File: config.mk
export PLATFORM = sky130hd
export DESIGN_NAME = gpio_strap_ctrl
export DESIGN_NICKNAME = d
export VERILOG_FILES = /design/src/rtl/gpio_strap_pkg.sv /design/src/rtl/gpio_sync.sv /design/src/rtl/gpio_cfg_regs.sv /design/src/rtl/gpio_pad_ctrl.sv /design/src/rtl/gpio_strap_latch.sv /design/src/rtl/gpio_strap_ctrl.sv
export SDC_FILE = /design/constraint.sdc
export NUM_CORES = 1
export LEC_CHECK = 0
export ABC_AREA = 1
export BUFFER_PORTS_ARGS = -buffer_cell sky130_fd_sc_hd__buf_4
export CORE_UTILIZATION = 52
export DETAILED_ROUTE_END_ITERATION = 16
export PLACE_DENSITY = 0.9
export SLEW_MARGIN = 40
export SYNTH_ARGS = -nofsm -noshare
export SYNTH_HDL_FRONTEND = slang
export SYNTH_HIERARCHICAL = 1
export SYNTH_SLANG_ARGS = --single-unit
File: constraint.sdc
create_clock -name clk_i -period 1.4 [get_ports clk_i]
set_input_delay 0.42 -clock clk_i [delete_from_list [all_inputs] [get_ports clk_i]]
set_output_delay 0.42 -clock clk_i [all_outputs]
set_load 0.02 [all_outputs]
File: src/rtl/gpio_strap_pkg.sv
package gpio_strap_pkg;
  localparam int unsigned ADDR_W = 2;

  typedef enum logic [ADDR_W-1:0] {
    SEL_DIR  = 2'd0,
    SEL_PULL = 2'd1,
    SEL_DATA = 2'd2,
    SEL_NONE = 2'd3
  } field_sel_e;
endpackage

File: src/rtl/gpio_sync.sv
module gpio_sync #(
  parameter int unsigned WIDTH  = 8,
  parameter int unsigned STAGES = 2
) (
  input  logic             clk_i,
  input  logic             rst_ni,
  input  logic [WIDTH-1:0] d_i,
  output logic [WIDTH-1:0] q_o
);
  logic [WIDTH-1:0] stage_q [STAGES];

  always_ff @(posedge clk_i or negedge rst_ni) begin
    if (!rst_ni) begin
      for (int k = 0; k < STAGES; k++) stage_q[k] <= '0;
    end else begin
      stage_q[0] <= d_i;
      for (int k = 1; k < STAGES; k++) stage_q[k] <= stage_q[k-1];
    end
  end

  assign q_o = stage_q[STAGES-1];
endmodule

File: src/rtl/gpio_cfg_regs.sv
module gpio_cfg_regs
  import gpio_strap_pkg::*;
#(
  parameter int unsigned NUM_PINS = 8
) (
  input  logic                clk_i,
  input  logic                rst_ni,
  input  logic                we_i,
  input  logic [ADDR_W-1:0]   addr_i,
  input  logic [NUM_PINS-1:0] wdata_i,
  input  logic [NUM_PINS-1:0] pin_sync_i,
  output logic [NUM_PINS-1:0] dir_o,
  output logic [NUM_PINS-1:0] pull_o,
  output logic [NUM_PINS-1:0] data_o,
  output logic [NUM_PINS-1:0] rdata_o
);
  field_sel_e sel;
  logic [NUM_PINS-1:0] dir_q, pull_q, data_q;

  assign sel = field_sel_e'(addr_i);

  always_ff @(posedge clk_i or negedge rst_ni) begin
    if (!rst_ni) begin
      dir_q  <= '0;
      pull_q <= '1;
      data_q <= '0;
    end else if (we_i) begin
      case (sel)
        SEL_DIR:  dir_q  <= wdata_i;
        SEL_PULL: pull_q <= wdata_i;
        SEL_DATA: data_q <= wdata_i;
        default:  ;
      endcase
    end
  end

  // data reads reflect pins, not the output latch
  always_comb begin
    case (sel)
      SEL_DIR:  rdata_o = dir_q;
      SEL_PULL: rdata_o = pull_q;
      SEL_DATA: rdata_o = pin_sync_i;
      default:  rdata_o = '0;
    endcase
  end

  assign dir_o  = dir_q;
  assign pull_o = pull_q;
  assign data_o = data_q;
endmodule

File: src/rtl/gpio_pad_ctrl.sv
module gpio_pad_ctrl #(
  parameter int unsigned NUM_PINS = 8
) (
  input  logic [NUM_PINS-1:0] dir_i,
  input  logic [NUM_PINS-1:0] pull_i,
  input  logic [NUM_PINS-1:0] data_i,
  output logic [NUM_PINS-1:0] oe_o,
  output logic [NUM_PINS-1:0] out_o,
  output logic [NUM_PINS-1:0] pu_o
);
  for (genvar p = 0; p < NUM_PINS; p++) begin : g_pin
    logic drive_low;
    assign drive_low = dir_i[p] & ~data_i[p];
    assign oe_o[p]   = dir_i[p];
    assign out_o[p]  = data_i[p];
    // pull-up fights a low driver; kill it
    assign pu_o[p]   = pull_i[p] & ~drive_low;
  end
endmodule

File: src/rtl/gpio_strap_latch.sv
module gpio_strap_latch #(
  parameter int unsigned NUM_PINS = 8,
  parameter int unsigned PLL_LSB  = 4,
  parameter int unsigned PLL_W    = 3,
  parameter int unsigned BOOT_PIN = 7,
  parameter int unsigned SETTLE   = 2
) (
  input  logic                clk_i,
  input  logic                rst_ni,
  input  logic [NUM_PINS-1:0] pin_sync_i,
  output logic [PLL_W:0]      strap_o
);
  localparam int unsigned CNT_W = $clog2(SETTLE + 1);

  logic [CNT_W-1:0] cnt_q;
  logic             done_q;
  logic [PLL_W:0]   strap_q;
  logic             take;

  assign take = !done_q && (cnt_q == CNT_W'(SETTLE));

  always_ff @(posedge clk_i or negedge rst_ni) begin
    if (!rst_ni) begin
      cnt_q   <= '0;
      done_q  <= 1'b0;
      strap_q <= '1;
    end else if (!done_q) begin
      if (take) begin
        strap_q <= {pin_sync_i[BOOT_PIN], pin_sync_i[PLL_LSB +: PLL_W]};
        done_q  <= 1'b1;
      end else begin
        cnt_q <= cnt_q + 1'b1;
      end
    end
  end

  assign strap_o = strap_q;
endmodule

File: src/rtl/gpio_strap_ctrl.sv
module gpio_strap_ctrl
  import gpio_strap_pkg::*;
#(
  parameter int unsigned NUM_PINS    = 8,
  parameter int unsigned SYNC_STAGES = 2,
  parameter int unsigned PLL_LSB     = 4,
  parameter int unsigned PLL_W       = 3,
  parameter int unsigned BOOT_PIN    = 7
) (
  input  logic                clk_i,
  input  logic                rst_ni,
  input  logic                we_i,
  input  logic [ADDR_W-1:0]   addr_i,
  input  logic [NUM_PINS-1:0] wdata_i,
  output logic [NUM_PINS-1:0] rdata_o,
  input  logic [NUM_PINS-1:0] pad_in_i,
  output logic [NUM_PINS-1:0] pad_oe_o,
  output logic [NUM_PINS-1:0] pad_out_o,
  output logic [NUM_PINS-1:0] pad_pu_o,
  output logic [PLL_W:0]      strap_o
);
  logic [NUM_PINS-1:0] pin_sync, dir, pull, data;

  gpio_sync #(.WIDTH(NUM_PINS), .STAGES(SYNC_STAGES)) u_sync (
    .clk_i, .rst_ni, .d_i(pad_in_i), .q_o(pin_sync)
  );

  gpio_cfg_regs #(.NUM_PINS(NUM_PINS)) u_regs (
    .clk_i, .rst_ni, .we_i, .addr_i, .wdata_i,
    .pin_sync_i(pin_sync), .dir_o(dir), .pull_o(pull), .data_o(data), .rdata_o
  );

  gpio_pad_ctrl #(.NUM_PINS(NUM_PINS)) u_pad (
    .dir_i(dir), .pull_i(pull), .data_i(data),
    .oe_o(pad_oe_o), .out_o(pad_out_o), .pu_o(pad_pu_o)
  );

  gpio_strap_latch #(
    .NUM_PINS(NUM_PINS), .PLL_LSB(PLL_LSB), .PLL_W(PLL_W),
    .BOOT_PIN(BOOT_PIN), .SETTLE(SYNC_STAGES)
  ) u_strap (
    .clk_i, .rst_ni, .pin_sync_i(pin_sync), .strap_o
  );
endmodule

======== Yosys cells after proc, flatten, opt, wreduce, memory -nomap -nowiden ========
Cells that the tools add are included.
storage, ports and cells
  register bits ........................... 47
  bits of input ports ..................... 21
  output and inout bits ................... 36
  word-level logic and storage cells ...... 57
cells by class
  add/sub/neg operators ................... 1
  equality and inequality tests ........... 3
  muxes and demuxes ....................... 3
  bitwise logic cells ..................... 34
  reduce and logical (&&, ||, !) cells .... 8
operators by type and width
  kind                                            number
  one-hot mux 8 bit (3 select lines)              1
  NOT 1 bit                                       18
  AND 1 bit                                       16
  AND reduction 2 bit                             5
  == test 2 bit (second input constant)           2
  adder 2 x 1 -> 2 bit (second input constant)    1
  == test 2 x 1 -> 1 bit (second input constant)  1
  zero test 2 bit                                 1
  2-to-1 mux 1 bit                                2
  logical AND 1 bit                               1
  zero test 1 bit                                 1

======== Depth between registers and ports, before layout ========
Gate-level depths: netlist of run 1.
  depth in word-level cells ............... 4
  gate-level depth with buffers ........... 6
  mapped depth without buffers ............ 5

======== By module ========
Netlist of run 1, hierarchy kept.
by module, submodules not included
  module            instances  cells each  area an instance (sq um)  sequential area each (sq um)
  gpio_cfg_regs     1          144         1218.7                    610.6
  gpio_sync         1          24          460.4                     400.4
  gpio_strap_latch  1          33          316.6                     180.2
  gpio_pad_ctrl     1          40          250.2                     0.0

======== Worst setup path after synthesis of run 1 ========
Ideal clock, no wire load.
  kind .................................... input to output
  start point ............................. input addr_i[0]
  end point ............................... output rdata_o[4]
  arrival time ............................ 1043 ps
  required time ........................... 980 ps
  setup slack ............................. -63 ps
  cell stages on the path ................. 5
  buffers on the path ..................... 2
  cell sequence ........................... buf_6 inv_2 buf_6 nand3_1 nand3_1
on the way
  longest elaborated chain between the ends .. 2
  elaborated cells on any way between the ends .. 4
  classes of those cells .................. eq/ne (2); mux (1); reduce/logical (1)
RTL lines
  item                                   RTL line               source
  start: declaration                     gpio_strap_ctrl.sv:13  input logic [ADDR_W-1:0] addr_i,
  == test 2 bit (tied with other cells)  gpio_cfg_regs.sv:39    case (sel)
  one-hot mux 8 bit (3 select lines) *   gpio_cfg_regs.sv:39
  end: declaration                       gpio_strap_ctrl.sv:15  output logic [NUM_PINS-1:0] rdata_o,
Mark *: on every way between the ends. The rest lies on a longest branch, timed or not.

======== Final worst setup path of run 1 ========
  start point ............................. register u_regs.pull_q[3] (netlist: u_regs/pull_o[3])
  end point ............................... output pad_pu_o[3]
on the way
  longest elaborated chain between the ends .. 1
RTL lines
  item                      RTL line               source
  start: declaration        gpio_cfg_regs.sv:18    logic [NUM_PINS-1:0] dir_q, pull_q, data_q;
  start signal: assignment  gpio_cfg_regs.sv:30    SEL_PULL: pull_q <= wdata_i;
  AND 1 bit                 gpio_pad_ctrl.sv:17    assign pu_o[p] = pull_i[p] & ~drive_low;
  end: declaration          gpio_strap_ctrl.sv:19  output logic [NUM_PINS-1:0] pad_pu_o,
No other way between the ends.

==> results of run 1 <==
-- synthesized netlist by cell type --
| library cell | number | area share [%] |
|---|---|---|
| sky130_fd_sc_hd__nand2_1 | 68 | 11 |
| sky130_fd_sc_hd__nand3_1 | 36 | 8.0 |
| sky130_fd_sc_hd__dfrtp_1 | 35 | 39 |
| sky130_fd_sc_hd__buf_4 | 25 | 8.4 |
| sky130_fd_sc_hd__inv_1 | 19 | 3.2 |
| sky130_fd_sc_hd__nand4_1 | 16 | 4.5 |
| sky130_fd_sc_hd__dfstp_2 | 12 | 14 |
| sky130_fd_sc_hd__a21oi_2 | 8 | 3.1 |
| sky130_fd_sc_hd__buf_6 | 6 | 3.0 |
| sky130_fd_sc_hd__buf_2 | 4 | 0.89 |
| sky130_fd_sc_hd__inv_2 | 3 | 0.50 |
| sky130_fd_sc_hd__nand3_2 | 2 | 0.89 |
| sky130_fd_sc_hd__ha_1 | 1 | 0.56 |
| sky130_fd_sc_hd__nand2_2 | 1 | 0.28 |
| sky130_fd_sc_hd__nand2_4 | 1 | 0.50 |
| sky130_fd_sc_hd__nor2_4 | 1 | 0.50 |
| sky130_fd_sc_hd__nor2_8 | 1 | 0.89 |
| sky130_fd_sc_hd__o21ai_0 | 1 | 0.22 |
| sky130_fd_sc_hd__o21ai_1 | 1 | 0.22 |
-- layout make-up --
cell class	instances	area, µm²
well taps	50	62.56
fillers	281	1175
flip-flops and latches	47	1194
repair buffers	72	613.1
inverters	22	87.58
clock inverters	2	12.51
multi-input cells	137	869.6
clock buffers	6	72.57
-- worst max-delay path, delay by kind of cell (launching register included) --
family	cells	cell delay, ps
DFF	1	570
buffers and inverters	2	210
AOI/OAI and AO/OA	1	160
-- registers in the layout (all words and copies together), names as in the netlist --
register         count
u_sync/q_o           8
u_sync/stage_q       8
u_strap/cnt_q        2
u_strap/done_q       1
u_regs/data_o        8
u_regs/dir_o         8
u_regs/pull_o        8
u_strap/strap_o      4
-- cell usage in the layout (no fill, tap or decap), drive strengths merged --
cell / instances
buf: 72
nand2: 70
nand3: 38
dfrtp: 35
inv: 22
nand4: 16
dfstp: 12
a21oi: 8
clkbuf: 6
nor2: 2
o21ai: 2
clkinvlp: 1
clkinv: 1
ha: 1
-- path summary, 6_finish.rpt --
kind | end | cells past startpoint | start
setup / recovery | pad_pu_o[3] | 3 | u_regs/pull_o[3]
hold / removal | u_regs/data_o[0] | 1 | rst_ni
setup reg to reg | u_strap/cnt_q[1] | 4 | u_strap/cnt_q[0]
hold reg to reg | u_sync/q_o[5] | 0 | u_sync/stage_q[13]
max in group asynchronous | u_regs/dir_o[4] | 1 | rst_ni
min in group clk_i | u_sync/stage_q[15] | 1 | pad_in_i[7]
-- what timing repair did --
action / 4_1_cts / 5_1_grt
resized for setup: 26 / 8
pin swaps: 10 / 0
hold buffers: 0 / 0
gates cloned: 0 / 0
setup endpoints to repair: 17 / 22
buffers inserted: 2 / 1
-- power by group --
group          switching [mW]  leakage, nW  total (mW)  internal [mW]
Sequential              0.155        0.541        1.69           1.53
Clock                   0.430       0.0412       0.778          0.349
Combinational           0.544        0.870       0.970          0.426
-- kinds of logic after synthesis --
| family | Yosys count |
|---|---|
| buffers and inverters | 57 |
| AND/OR/NAND/NOR | 126 |
| flip-flops | 47 |
| AO/OA/AOI/OAI | 10 |
| adder cells (fa/ha/maj) | 1 |
-- metal layers --
metal	global-route usage (%)	part of all wire [%]
met2	40.59	50
met3	4.899	7.7
met4	13.83	4.5
met5	0	0
met1	32.00	38
-- stage by stage --
stage | std cells | hold slack, ps | util, %
after floorplan | 241 | 124.4 | -
after global placement | 325 | 333.7 | 65.92
after detailed placement | 325 | 334.7 | 65.92
after CTS | 335 | 121.5 | 70.36
after global routing | 336 | 157.3 | 71.25
final | 336 | 107.0 | 71.25
==> load_flow_metrics.sql, run 1 <==
INSERT INTO impl_metrics (metric_group, metric, value, unit) VALUES
('clock_tree', 'cts-buffers-inserted', '5', ''),
('pwr', 'ir_drop', '672.0', 'µV'),
('synthesis', 'synth.yosys.seq_area_share', '53.04', '%'),
('global_routing', 'grt_start_max_net_pins', '48', ''),
('clock_tree', 'worst_skew_pair.late_latency', '300', 'ps'),
('route', 'drtIter0Drc', '148', ''),
('synthesis', 'yosysWarningCount', '6', ''),
('final_layout', 'final_net_count', '307', ''),
('setup_path', 'slowest_stage', 'sky130_fd_sc_hd__dfstp_2', ''),
('timing', 'fin_crit', '1654', 'ps'),
('setup_path', 'arrival', '1230', 'ps'),
('pwr', 'power.static_leakage', '1.452', 'nW'),
('synthesis', 'synth_compound_gate_area_share', '3.565', '%'),
('route', 'detail_route.wirelength', '5284', 'µm'),
('route', 'via_per_inst', '5.485', ''),
('timing', 'finClkSkew', '7.345', 'ps'),
('route', 'antenna_violating_nets_post_route', '0', ''),
('pwr', 'power_consumption', '3.436', 'mW'),
('final_layout', 'diodes', '0', ''),
('timing', 'timing.slew.headroom', '62.48', '%'),
('setup_path', 'crit_fanout', '3', ''),
('timing', 'max_slew.worst_pin.slew', '562.7', 'ps'),
('setup_path', 'path_cells', 'inv_2, a21oi_2, buf_6', ''),
('synthesis', 'synth_simple_gate_area_share', '26.91', '%'),
('global_routing', 'antenna_found_initial', '0', ''),
('floorplan', 'overall_die_area', '4586', 'µm²'),
('clock_tree', 'cts.clk_slew.worst_paths', '80', 'ps'),
('flow_run', 'cap_viol_max_count', '0', ''),
('synthesis', 'main_combinational_cell_family_by_area_after_synthesis', 'simple AND/OR/NAND/NOR gates', ''),
('setup_path', 'crit_required', '980', 'ps'),
('setup_path', 'endpoint_kind', 'output pin', ''),
('worst_hold_path', 'hold_class', 'input pin to async pin', ''),
('synthesis', 'number_of_nets_in_the_synthesized_netlist', '263', ''),
('clock_tree', 'clock_tree_from_tritoncts', 'yes', ''),
('route', 'dr.pass1.iters', '4', ''),
('timing', 'final_hold_viol_count', '0', ''),
('global_routing', 'gr-total-overflow', '0', ''),
('timing', 'setup_slack', '-253.9', 'ps'),
('place', 'portBuffers', '56', ''),
('route', 'drc', '0', ''),
('setup_path', 'reg2reg_slack', '170', 'ps'),
('global_routing', 'grt_first_pass_wirelength', '8252', 'µm'),
('place', 'area_post_placement', '2694', 'µm²'),
('synthesis', 'synthXorXnorAreaFrac', '0', '%'),
('global_routing', 'track_usage', '25.29', '%'),
('synthesis', 'synth_cell_type_count', '19', ''),
('place', 'hpwl', '3549', 'µm'),
('final_layout', 'layout-drive-gt1-share', '49.30', '%'),
('clock_tree', 'ctsLongestPathBuffers', '2', ''),
('route', 'vias', '1843', ''),
('setup_path', 'setup.worst_path.class', 'flip-flop to output pin', ''),
('setup_path', 'critPathLaunchType', 'flip-flop', ''),
('synthesis', 'post_synthesis_register_bit_count', '47', ''),
('pwr', 'p_per_area', '1180', 'nW/µm²'),
('timing', 'setup-violations-final', '16', ''),
('status', 'violations', 'negative setup slack', ''),
('timing', 'maxSlewViolCount', '0', ''),
('synthesis', 'cell_count_after_synthesis', '241', ''),
('synthesis', 'mux_cell_area_share_after_synthesis', '0', '%'),
('floorplan', 'floorplan.die.width', '67.72', 'µm'),
('timing', 'setup_total_negative_slack', '-2975', 'ps'),
('clock_tree', 'cts_num_sinks', '47', ''),
('final_layout', 'area_delta_synth_final', '29.64', '%'),
('status', 'status', 'complete, but fails checks', ''),
('floorplan', 'std_cell_rows', '23', ''),
('floorplan', 'initial_util', '54.96', '%'),
('route', 'drt-wirelength-per-cell', '15.73', 'µm'),
('floorplan', 'fp.coreArea', '4086', 'µm²'),
('place', 'preCtsSetupSlack', '-201.6', 'ps'),
('timing', 'period_share', '118.1', '%'),
('synthesis', 'yosys.area_share.adder', '0.5571', '%'),
('floorplan', 'die_height', '67.72', 'µm'),
('setup_path', 'crit_path_max_incr_delay', '570', 'ps'),
('synthesis', 'mean_post_synth_cell_area', '9.319', 'µm²'),
('global_routing', 'grt_pass1_vias', '1785', ''),
('timing', 'fmax', '604.6', 'MHz'),
('clock_tree', 'clockRootBuffer', 'sky130_fd_sc_hd__clkbuf_8', ''),
('floorplan', 'design.portCount', '57', ''),
('place', 'place_congestion', '0.8288', ''),
('clock_tree', 'cts.htree.levels', '2', ''),
('timing', 'setup_repair_after_global_routing_missed_its_margin', 'true', ''),
('synthesis', 'area_of_the_mapped_netlist', '2246', 'µm²'),
('final_layout', 'final_cell_area', '2912', 'µm²');
No activity file was read; power rests on OpenSTA's default activity.
==> run 2, diff against run 1 <==
--- a/config.mk
+++ b/config.mk
@@ -7,9 +7,10 @@
 export LEC_CHECK = 0
 export ABC_AREA = 1
 export BUFFER_PORTS_ARGS = -buffer_cell sky130_fd_sc_hd__buf_4
-export CORE_UTILIZATION = 52
+export CORE_MARGIN = 1
+export CORE_UTILIZATION = 34
 export DETAILED_ROUTE_END_ITERATION = 16
-export PLACE_DENSITY = 0.9
+export PLACE_DENSITY = 0.67
 export SLEW_MARGIN = 40
 export SYNTH_ARGS = -nofsm -noshare
 export SYNTH_HDL_FRONTEND = slang
==> load_flow_metrics.sql, run 2 (synthesis gave the netlist of run 1 again) <==
INSERT INTO impl_metrics (metric_group, metric, value, unit) VALUES
('setup_path', 'slowest_stage', 'sky130_fd_sc_hd__dfstp_2', ''),
('setup_path', 'path_cells', 'nand3_2, nand3_4, buf_6', ''),
('clock_tree', 'worst_skew_pair.late_latency', '300', 'ps'),
('final_layout', 'final_cell_area', '2943', 'µm²'),
('clock_tree', 'cts_num_sinks', '47', ''),
('clock_tree', 'cts.clk_slew.worst_paths', '80', 'ps'),
('timing', 'maxSlewViolCount', '0', ''),
('global_routing', 'grt_pass1_vias', '1737', ''),
('clock_tree', 'cts-buffers-inserted', '5', ''),
('timing', 'timing.slew.headroom', '74.80', '%'),
('floorplan', 'std_cell_rows', '29', ''),
('clock_tree', 'ctsLongestPathBuffers', '2', ''),
('status', 'status', 'complete, but fails checks', ''),
('timing', 'max_slew.worst_pin.slew', '378.0', 'ps'),
('setup_path', 'endpoint_kind', 'output pin', ''),
('route', 'antenna_violating_nets_post_route', '0', ''),
('final_layout', 'layout-drive-gt1-share', '48.42', '%'),
('pwr', 'power.static_leakage', '1.458', 'nW'),
('timing', 'finClkSkew', '3.418', 'ps'),
('global_routing', 'grt_first_pass_wirelength', '8680', 'µm'),
('floorplan', 'die_height', '83.28', 'µm'),
('pwr', 'ir_drop', '458.2', 'µV'),
('floorplan', 'overall_die_area', '6935', 'µm²'),
('place', 'hpwl', '3596', 'µm'),
('final_layout', 'fin_util', '46.34', '%'),
('status', 'violations', 'negative setup slack', ''),
('route', 'detail_route.wirelength', '5046', 'µm'),
('timing', 'setup_total_negative_slack', '-2659', 'ps'),
('place', 'area_post_placement', '2748', 'µm²'),
('setup_path', 'arrival', '1160', 'ps'),
('setup_path', 'crit_fanout', '3', ''),
('timing', 'period_share', '113.1', '%'),
('clock_tree', 'clockRootBuffer', 'sky130_fd_sc_hd__clkbuf_8', ''),
('final_layout', 'layout.filler_cells', '618', ''),
('route', 'drc', '0', ''),
('final_layout', 'diodes', '0', ''),
('final_layout', 'area_delta_synth_final', '31.03', '%'),
('global_routing', 'gr-total-overflow', '0', ''),
('clock_tree', 'clock_tree_from_tritoncts', 'yes', ''),
('timing', 'fin_crit', '1583', 'ps'),
('route', 'drt-wirelength-per-cell', '13.94', 'µm'),
('floorplan', 'fp.coreArea', '6350', 'µm²'),
('route', 'via_per_inst', '4.785', ''),
('timing', 'setup-violations-final', '16', ''),
('timing', 'final_hold_viol_count', '0', ''),
('final_layout', 'layout_common_cells', 'sky130_fd_sc_hd__nand2_1 (60), sky130_fd_sc_hd__buf_4 (56), sky130_fd_sc_hd__dfrtp_1 (34)', ''),
('floorplan', 'design.portCount', '57', ''),
('route', 'dr.pass1.iters', '4', ''),
('setup_path', 'crit_path_max_incr_delay', '570', 'ps'),
('clock_tree', 'cts.htree.levels', '2', ''),
('place', 'place_congestion', '0.8035', ''),
('worst_hold_path', 'hold_class', 'input pin to flip-flop', ''),
('setup_path', 'critPathLaunchType', 'flip-flop', ''),
('pwr', 'p_per_area', '1163', 'nW/µm²'),
('place', 'portBuffers', '56', ''),
('final_layout', 'final_net_count', '307', ''),
('global_routing', 'antenna_found_initial', '0', ''),
('timing', 'setup_repair_after_global_routing_missed_its_margin', 'true', ''),
('global_routing', 'grt_start_max_net_pins', '32', ''),
('timing', 'fmax', '631.8', 'MHz'),
('floorplan', 'initial_util', '35.37', '%'),
('floorplan', 'floorplan.die.width', '83.28', 'µm'),
('setup_path', 'setup.worst_path.class', 'flip-flop to output pin', ''),
('setup_path', 'crit_required', '980', 'ps'),
('timing', 'setup_slack', '-182.9', 'ps'),
('final_layout', 'layout_commonest_cell', 'sky130_fd_sc_hd__nand2_1', ''),
('route', 'vias', '1732', ''),
('flow_run', 'cap_viol_max_count', '0', ''),
('route', 'drtIter0Drc', '72', ''),
('global_routing', 'track_usage', '15.78', '%');
-- run 2: metal layers --
layer | GRT usage (%) | up-vias | wire, µm
met4 | 4.702 | 0 | 59
met5 | 0 | - | 0
met2 | 25.93 | 34 | 2485
met3 | 3.181 | 7 | 211
met1 | 21.08 | 842 | 2290
li1 | - | 849 | -
-- run 2: cell type report --
class / instances / area, µm² / area share, %
inverter: 22 / 87.58 / 2.976
clock inverter: 1 / 5.005 / 0.1701
sequential: 47 / 1192 / 40.52
timing repair buffer: 72 / 616.8 / 20.96
clock buffer: 6 / 82.58 / 2.806
multi-input combinational: 137 / 862.1 / 29.29
tap: 77 / 96.34 / 3.274
-- run 2: metrics by stage --
stage	instances	setup WS [ps]	total power [mW]	hold slack (ps)
2_1_floorplan	241	-9.151	2.288	124.4
3_3_place_gp	353	-145.1	2.560	303.6
3_5_place_dp	353	-147.3	2.572	303.0
4_1_cts	362	-194.2	3.458	216.8
5_1_grt	362	-232.8	3.596	215.5
6_report	362	-182.9	3.424	225.0
-- run 2: worst max-delay path, delay by kind of cell (launching register included) --
family | cells | cell delay (ps)
and+or+nand+nor | 2 | 190
buffers and inverters | 1 | 110
DFF | 1 | 570
-- run 2: power by group --
group          internal (mW)  switching (mW)  total, mW
clock network          0.388           0.435      0.823
logic                  0.414           0.513      0.927
registers               1.53           0.143       1.67
-- run 2: worst paths after layout --
| path | cells after the start | endpoint | slack (ps) | start |
|---|---|---|---|---|
| hold reg to reg | 0 | u_sync/q_o[2] | 350 | u_sync/stage_q[10] |
| hold / removal | 1 | u_sync/stage_q[13] | 230 | pad_in_i[5] |
| min in group asynchronous | 2 | u_sync/stage_q[14] | 530 | rst_ni |
| max in group asynchronous | 3 | u_regs/pull_o[6] | 370 | rst_ni |
| setup reg to reg | 5 | u_strap/cnt_q[0] | 250 | u_strap/cnt_q[0] |
| setup / recovery | 3 | rdata_o[2] | -180 | u_regs/pull_o[2] |
-- run 2: repair_timing --
| action | in CTS | in global routing |
|---|---|---|
| endpoints found under the hold margin | 12 | 0 |
| hold buffers | 1 | 0 |
| setup endpoints to repair | 17 | 21 |
| resized for setup | 23 | 5 |
| buffers inserted | 1 | 0 |
| pin swaps | 8 | 0 |
